<file path="src/rtl/psq_pkg.sv">
package psq_pkg;

  typedef enum logic [3:0] {
    S_RUN     = 4'd0,
    S_DN1     = 4'd1,
    S_DN2     = 4'd2,
    S_DN3     = 4'd3,
    S_SLEEP   = 4'd4,
    S_PARK    = 4'd5,
    S_UP1     = 4'd6,
    S_UP2     = 4'd7,
    S_FWD_ON  = 4'd8,
    S_INIT    = 4'd9,
    S_FWD_OFF = 4'd10
  } seq_st_t;

  // states that hold for a fixed number of cycles
  function automatic logic f_timed(input seq_st_t s);
    return (s == S_DN1) || (s == S_DN2) || (s == S_DN3) ||
           (s == S_UP1) || (s == S_UP2);
  endfunction

  // internal clocks stopped
  function automatic logic f_clk_off(input seq_st_t s);
    return (s >= S_DN3) && (s <= S_FWD_OFF);
  endfunction

  // internal clock-forward reset held
  function automatic logic f_fwd_hold(input seq_st_t s);
    return (s >= S_DN2) && (s <= S_FWD_OFF);
  endfunction

  function automatic logic f_ramp_dn(input seq_st_t s);
    return (s >= S_DN1) && (s <= S_DN3);
  endfunction

  function automatic logic f_ramp_up(input seq_st_t s);
    return (s == S_UP1) || (s == S_UP2);
  endfunction

  // last cycle of a dwell window
  function automatic logic f_dwell_last(input int unsigned cnt, input int unsigned dwell);
    return cnt == (dwell - 1);
  endfunction

endpackage

</file>
<file path="src/rtl/psq_sync.sv">
module psq_sync #(
  parameter int unsigned WIDTH   = 3,
  parameter int unsigned STAGES  = 2,
  parameter logic [WIDTH-1:0] RST_VAL = '0
) (
  input  logic             clk,
  input  logic             por_n,
  input  logic [WIDTH-1:0] d_async,
  output logic [WIDTH-1:0] q_sync
);

  logic [WIDTH-1:0] chain [STAGES];

  for (genvar g = 0; g < STAGES; g++) begin : g_stage
    if (g == 0) begin : g_first
      always_ff @(posedge clk or negedge por_n) begin
        if (!por_n) chain[g] <= RST_VAL;
        else        chain[g] <= d_async;
      end
    end else begin : g_next
      always_ff @(posedge clk or negedge por_n) begin
        if (!por_n) chain[g] <= RST_VAL;
        else        chain[g] <= chain[g-1];
      end
    end
  end

  assign q_sync = chain[STAGES-1];

endmodule

</file>
<file path="src/rtl/psq_dwell.sv">
module psq_dwell
  import psq_pkg::*;
#(
  parameter int unsigned DWELL = 8
) (
  input  logic clk,
  input  logic por_n,
  input  logic tick_en,
  output logic dwell_done
);

  localparam int unsigned CW = (DWELL < 2) ? 1 : $clog2(DWELL);

  logic [CW-1:0] cnt;

  assign dwell_done = tick_en && f_dwell_last(int'(cnt), DWELL);

  always_ff @(posedge clk or negedge por_n) begin
    if (!por_n)                      cnt <= '0;
    else if (!tick_en || dwell_done) cnt <= '0;
    else                             cnt <= cnt + 1'b1;
  end

  AST_CNT_RANGE: assert property (@(posedge clk) disable iff (!por_n)
    int'(cnt) < DWELL);

  AST_CNT_IDLE_ZERO: assert property (@(posedge clk) disable iff (!por_n)
    !tick_en |=> cnt == '0);

endmodule

</file>
<file path="src/rtl/psq_fsm.sv">
module psq_fsm
  import psq_pkg::*;
(
  input  logic    clk,
  input  logic    por_n,
  input  logic    sleep_req,
  input  logic    wake_seen,
  input  logic    warm_req,
  input  logic    fwd_seen,
  input  logic    selftest_done,
  input  logic    dwell_done,
  output seq_st_t st,
  output logic    tick_en,
  output logic    park_entry
);

  seq_st_t nxt;
  logic    rpath, nxt_rpath;

  always_comb begin
    nxt       = st;
    nxt_rpath = rpath;
    case (st)
      S_RUN: begin
        if (warm_req) begin
          nxt       = S_DN1;
          nxt_rpath = 1'b1;
        end else if (sleep_req) begin
          nxt       = S_DN1;
          nxt_rpath = 1'b0;
        end
      end
      S_DN1:     if (dwell_done) nxt = S_DN2;
      S_DN2:     if (dwell_done) nxt = S_DN3;
      S_DN3:     if (dwell_done) nxt = rpath ? S_PARK : S_SLEEP;
      S_SLEEP:   if (wake_seen) nxt = S_UP1;
      S_PARK:    if (!warm_req) nxt = S_UP1;
      S_UP1:     if (dwell_done) nxt = S_UP2;
      S_UP2:     if (dwell_done) nxt = S_FWD_ON;
      S_FWD_ON:  if (fwd_seen) nxt = S_INIT;
      S_INIT:    if (selftest_done) nxt = S_FWD_OFF;
      S_FWD_OFF: if (!fwd_seen) nxt = S_RUN;
      default:   nxt = S_RUN;
    endcase
  end

  assign tick_en    = f_timed(st);
  assign park_entry = (nxt == S_PARK) && (st != S_PARK);

  always_ff @(posedge clk or negedge por_n) begin
    if (!por_n) begin
      st    <= S_RUN;
      rpath <= 1'b0;
    end else begin
      st    <= nxt;
      rpath <= nxt_rpath;
    end
  end

  AST_DN1_NEXT: assert property (@(posedge clk) disable iff (!por_n)
    st == S_DN1 |=> st inside {S_DN1, S_DN2});
  AST_DN2_NEXT: assert property (@(posedge clk) disable iff (!por_n)
    st == S_DN2 |=> st inside {S_DN2, S_DN3});
  AST_DN3_NEXT: assert property (@(posedge clk) disable iff (!por_n)
    st == S_DN3 |=> st inside {S_DN3, S_SLEEP, S_PARK});
  AST_SLEEP_NEXT: assert property (@(posedge clk) disable iff (!por_n)
    st == S_SLEEP |=> st inside {S_SLEEP, S_UP1});
  AST_UP1_NEXT: assert property (@(posedge clk) disable iff (!por_n)
    st == S_UP1 |=> st inside {S_UP1, S_UP2});
  AST_UP2_NEXT: assert property (@(posedge clk) disable iff (!por_n)
    st == S_UP2 |=> st inside {S_UP2, S_FWD_ON});
  AST_FWD_ON_WAIT: assert property (@(posedge clk) disable iff (!por_n)
    (st == S_FWD_ON && !fwd_seen) |=> st == S_FWD_ON);
  AST_FWD_OFF_WAIT: assert property (@(posedge clk) disable iff (!por_n)
    (st == S_FWD_OFF && fwd_seen) |=> st == S_FWD_OFF);
  AST_INIT_WAIT: assert property (@(posedge clk) disable iff (!por_n)
    (st == S_INIT && !selftest_done) |=> st == S_INIT);
  AST_PARK_HOLD: assert property (@(posedge clk) disable iff (!por_n)
    (st == S_PARK && warm_req) |=> st == S_PARK);
  AST_RUN_STAY: assert property (@(posedge clk) disable iff (!por_n)
    (st == S_RUN && !warm_req && !sleep_req) |=> st == S_RUN);

endmodule

</file>
<file path="src/rtl/psq_outdec.sv">
module psq_outdec
  import psq_pkg::*;
(
  input  logic    clk,
  input  logic    por_n,
  input  seq_st_t st,
  input  logic    park_entry,
  output logic    clk_en,
  output logic    fwd_int,
  output logic    ramp_dn,
  output logic    ramp_up,
  output logic    init_pulse
);

  assign clk_en  = !f_clk_off(st);
  assign fwd_int = f_fwd_hold(st);
  assign ramp_dn = f_ramp_dn(st);
  assign ramp_up = f_ramp_up(st);

  always_ff @(posedge clk or negedge por_n) begin
    if (!por_n) init_pulse <= 1'b0;
    else        init_pulse <= park_entry;
  end

  AST_STROBE_SINGLE: assert property (@(posedge clk) disable iff (!por_n)
    init_pulse |=> !init_pulse);
  AST_STROBE_IN_PARK: assert property (@(posedge clk) disable iff (!por_n)
    init_pulse |-> st == S_PARK);
  AST_CLK_BACK_IN_RUN: assert property (@(posedge clk) disable iff (!por_n)
    $rose(clk_en) |-> st == S_RUN);
  AST_RAMPS_EXCLUSIVE: assert property (@(posedge clk) disable iff (!por_n)
    !(ramp_dn && ramp_up));

endmodule

</file>
<file path="src/rtl/power_seq_ctl.sv">
module power_seq_ctl
  import psq_pkg::*;
#(
  parameter int unsigned DWELL       = 8,
  parameter int unsigned SYNC_STAGES = 2
) (
  input  logic       clk,
  input  logic       por_n,
  input  logic       sleep_req,
  input  logic       wake_irq,
  input  logic       warm_rst_n,
  input  logic       fwd_rst_in,
  input  logic       selftest_done,
  output logic       core_clk_en,
  output logic       fwd_rst_int,
  output logic       pll_ramp_dn,
  output logic       pll_ramp_up,
  output logic       clr_trap_base,
  output logic       clr_core_ctl,
  output logic       set_fp_ctx,
  output logic       init_cfg_chain,
  output logic [3:0] seq_state
);

  localparam int unsigned NSYNC = 3;
  // bit order: {fwd, warm_n, wake}; warm_n idles high
  localparam logic [NSYNC-1:0] SYNC_RST = 3'b010;

  logic [NSYNC-1:0] raw_in, synced;
  logic             wake_seen, warm_req, fwd_seen;
  logic             tick_en, dwell_done, park_entry, init_pulse;
  seq_st_t          st;

  assign raw_in    = {fwd_rst_in, warm_rst_n, wake_irq};
  assign wake_seen = synced[0];
  assign warm_req  = !synced[1];
  assign fwd_seen  = synced[2];

  psq_sync #(
    .WIDTH  (NSYNC),
    .STAGES (SYNC_STAGES),
    .RST_VAL(SYNC_RST)
  ) u_sync (
    .clk    (clk),
    .por_n  (por_n),
    .d_async(raw_in),
    .q_sync (synced)
  );

  psq_dwell #(.DWELL(DWELL)) u_dwell (
    .clk       (clk),
    .por_n     (por_n),
    .tick_en   (tick_en),
    .dwell_done(dwell_done)
  );

  psq_fsm u_fsm (
    .clk          (clk),
    .por_n        (por_n),
    .sleep_req    (sleep_req),
    .wake_seen    (wake_seen),
    .warm_req     (warm_req),
    .fwd_seen     (fwd_seen),
    .selftest_done(selftest_done),
    .dwell_done   (dwell_done),
    .st           (st),
    .tick_en      (tick_en),
    .park_entry   (park_entry)
  );

  psq_outdec u_out (
    .clk       (clk),
    .por_n     (por_n),
    .st        (st),
    .park_entry(park_entry),
    .clk_en    (core_clk_en),
    .fwd_int   (fwd_rst_int),
    .ramp_dn   (pll_ramp_dn),
    .ramp_up   (pll_ramp_up),
    .init_pulse(init_pulse)
  );

  assign clr_trap_base  = init_pulse;
  assign clr_core_ctl   = init_pulse;
  assign set_fp_ctx     = init_pulse;
  assign init_cfg_chain = init_pulse;
  assign seq_state      = st;

  AST_WAKE_LEAVES_SLEEP: assert property (@(posedge clk) disable iff (!por_n)
    (st == S_SLEEP && wake_seen) |=> st == S_UP1);
  AST_RESET_WINS: assert property (@(posedge clk) disable iff (!por_n)
    (st == S_RUN && warm_req && sleep_req) |=> st == S_DN1 ##1 st != S_RUN);

endmodule

</file>
<file path="config.mk">
export PLATFORM = sky130hd
export DESIGN_NAME = power_seq_ctl
export DESIGN_NICKNAME = d
export VERILOG_FILES = /design/src/rtl/psq_pkg.sv /design/src/rtl/psq_sync.sv /design/src/rtl/psq_dwell.sv /design/src/rtl/psq_fsm.sv /design/src/rtl/psq_outdec.sv /design/src/rtl/power_seq_ctl.sv
export SDC_FILE = /design/constraint.sdc
export NUM_CORES = 1
export LEC_CHECK = 0
export ABC_AREA = 1
export BUFFER_PORTS_ARGS = -buffer_cell sky130_fd_sc_hd__buf_4
export CELL_PAD_IN_SITES_DETAIL_PLACEMENT = 0
export CELL_PAD_IN_SITES_GLOBAL_PLACEMENT = 2
export CORE_MARGIN = 3
export CORE_UTILIZATION = 33
export DETAILED_ROUTE_END_ITERATION = 10
export GPL_TIMING_DRIVEN = 0
export PLACE_DENSITY_LB_ADDON = 0.1
export SYNTH_ARGS = -nofsm -noshare
export SYNTH_HDL_FRONTEND = slang
export SYNTH_SLANG_ARGS = --single-unit
</file>
<file path="constraint.sdc">
create_clock -name clk -period 2.9 [get_ports clk]
set_input_delay 0.58 -clock clk [delete_from_list [all_inputs] [get_ports clk]]
set_output_delay 0.58 -clock clk [all_outputs]
set_load 0.01 [all_outputs]
</file>
==> results.cfg <==
[floorplan]
io_pins = 19
rows = 18
die_y_um = 58.5
start_util_pct = 35.7
core_area_um2 = 2540
die-area_um2 = 3420
dieWidth_um = 58.5

[placement]
dp_hpwl_mm = 1.50
placed_area_um2 = 1080
io_buffers = 18
gp_congestion = 0.804

[routing]
drc_errors = 0
via_per_inst = 4.72
wl_per_cell_um = 11.4
drtIter0Drc = 13
wirelength_mm = 1.85
vias = 765
dr.pass1.iters = 4
antenna_left = 0

[power]
swShare_pct = 42.7
p_per_area_nw_per_um2 = 804
vdd_drop_max_uv = 389
finalPower_w = 0.000891
p_comb_share_pct = 54.6
power.leakage_nw = 0.590
clock_power_share_pct = 12.5
p_int_w = 0.000511
power_frac_seq_pct = 32.9
switchingPower_w = 0.000380

[timing]
slew_headroom_pct = 80.1
finalSetupViolCount = 0
fin_skew_ns = 0.00407
rsz0062_at_grt = false
final.period_utilization_pct = 73.3
slew_viol_final = 0
max_slew.worst_pin.slew_ns = 0.295
min_period_ns = 2.13
timing.fmax_mhz = 470
hold_viol = 0
tns_ns = 0

[yosys]
ys_seq_area_share_pct = 41.6
syn_area_per_cell_um2 = 8.26
synth_compound_gate_area_share_pct = 7.02
ys_seq_elements = 15
yosysUniqueCellTypes = 24
synthSimpleGateAreaFrac_pct = 36.2
synth-warning-count = 0
synth_xor_area_share_pct = 0
synth_fa_ha_area_share_pct = 2.75
synth_nets = 119
syn_inst = 110
syn_area_um2 = 908
synth_mux_area_share_pct = 0
synth_top_family_by_area = simple AND/OR/NAND/NOR gates

[global_route]
grt_max_degree = 16
grt_pass1_wl_mm = 3.28
antenna_found_initial = 0
overflow = 0
grt_pass1_vias = 735
gr-usage-all-layers_pct = 12.6

[clock_tree]
clk_path_buf_depth = 2
cts_tree = done
cts_buffers = 3
path_clk_slew_ns = 0.08
clk_latency_ns = 0.27
cts_resized = 0
clkSinkCount = 15
h-tree-depth = 1
post_cts_buffers = 0
cts-root-buf = clkbuf_4
cts_hold_buf = 0

[layout]
syn_to_final_growth_pct = 21.9
final_cell_mix = buf_4 (22), nand2_1 (17), inv_1 (15), nor2_1 (15), dfrtp_1 (13)
drive_above_1_share_pct = 37.9
design_area_um2 = 1110
nNetsFinal = 142
layout_commonest_cell = buf_4
diodes = 0

[job]
cap_violations = 0

[critical_path]
arrival_ns = 1.55
endpoint = core_clk_en
reg2reg_depth = 6
required_ns = 2.32
timing.rr.end = u_out.init_pulse$_DFF_PN0_
cp-startpoint = u_fsm.st[1]$_DFF_PN0_
timing.rr.start = u_dwell.cnt[0]$_DFF_PN0_
cp_max_fo = 10
startpoint_type = register
worstSetupPathType = register to primary output
crit_path_end_kind = primary output
r2r_setup_slack_ns = 1.42

[status]
outcome = finished, final reports clean

[worst_hold_path]
hp-class = primary input to async pin
worst min path at each step:
stage | start | endpoint | slack [ns] | cells past startpoint
6_report | por_n | u_sync.chain[3]$_DFF_PN0_ | 0.14 | 1
5_1_grt | por_n | u_fsm.st[2]$_DFF_PN0_ | 0.13 | 1
4_1_cts | por_n | u_sync.chain[3]$_DFF_PN0_ | 0.14 | 1
3_5_place_dp | u_sync.chain[4]$_DFF_PN1_ | u_sync.q_sync[1]$_DFF_PN1_ | 0.35 | 0
3_3_place_gp | u_sync.chain[5]$_DFF_PN0_ | u_sync.q_sync[2]$_DFF_PN0_ | 0.33 | 0
2_1_floorplan | por_n | u_dwell.cnt[0]$_DFF_PN0_ | 0.28 | 0
layer usage:
metal,vias up,routed length (um),track usage [%]
met5,-,0,0
met4,0,13,7.95
met3,2,73,1.75
met2,18,958,21.4
met1,356,806,14.9
li1,389,-,-
cell type report:
type                            count  area [um2]
Buffer                              5        41.3
Clock buffer                        4        26.3
Fill cell                         265        1440
Inverter                           19        71.3
Multi-Input combinational cell     71         418
Sequential cell                    15         378
Tap cell                           30        37.5
Timing Repair Buffer               18         135
Yosys cell counts (all sizes together):
cell	n	share of area (%)
nor4	1	0.69
o221ai	1	0.96
a41oi	1	0.96
o21ai	7	3.9
nand2	24	14
ha	2	2.8
nor2	23	14
dfrtp	13	36
inv	19	7.9
dfstp	2	5.8
a21oi	1	0.55
buf	5	4.5
o22ai	1	0.69
or2	1	0.69
nand3	7	5.5
nand4	2	1.4
power groups by stage:
| stage | Combinational, W | Sequential [W] | Clock [W] |
|---|---|---|---|
| final | 0.000487 | 0.000293 | 0.000111 |
| after global routing | 0.000549 | 0.000299 | 0.000129 |
| after CTS | 0.000495 | 0.000295 | 0.000119 |
| after detailed placement | 0.000490 | 0.000298 | 0 |
| after global placement | 0.000491 | 0.000298 | 0 |
| after floorplan | 0.000329 | 0.000297 | 0 |
flip-flops by register name, summed over array words and instances (netlist names):
name / cells
u_fsm.st: 4
u_dwell.cnt: 3
u_sync.q_sync: 3
u_out.init_pulse: 1
u_sync.chain: 3
u_fsm.rpath: 1
critical path, cell delays in order, from the launching register on:
cell and delay, ns:
dfrtp_1 0.40, buf_4 0.18, nand2_1 0.10, nor2_1 0.08
nor4_1 0.33, buf_4 0.18
kinds of logic after synthesis:
logic type,after synthesis
adders and majority gates,2
DFF,15
AOI/OAI and AO/OA,11
buffers and inverters,24
and+or+nand+nor,58
through the flow:
stage	instances	setup slack, ns	util (%)	hold slack [ns]
after floorplan	110	1.15	-	0.284
after global placement	158	1.13	42.5	0.332
after detailed placement	158	1.08	42.5	0.351
after CTS	162	0.759	43.5	0.136
after global routing	162	0.571	43.5	0.128
final	162	0.775	43.5	0.142
(Power assumes the default switching activity.)
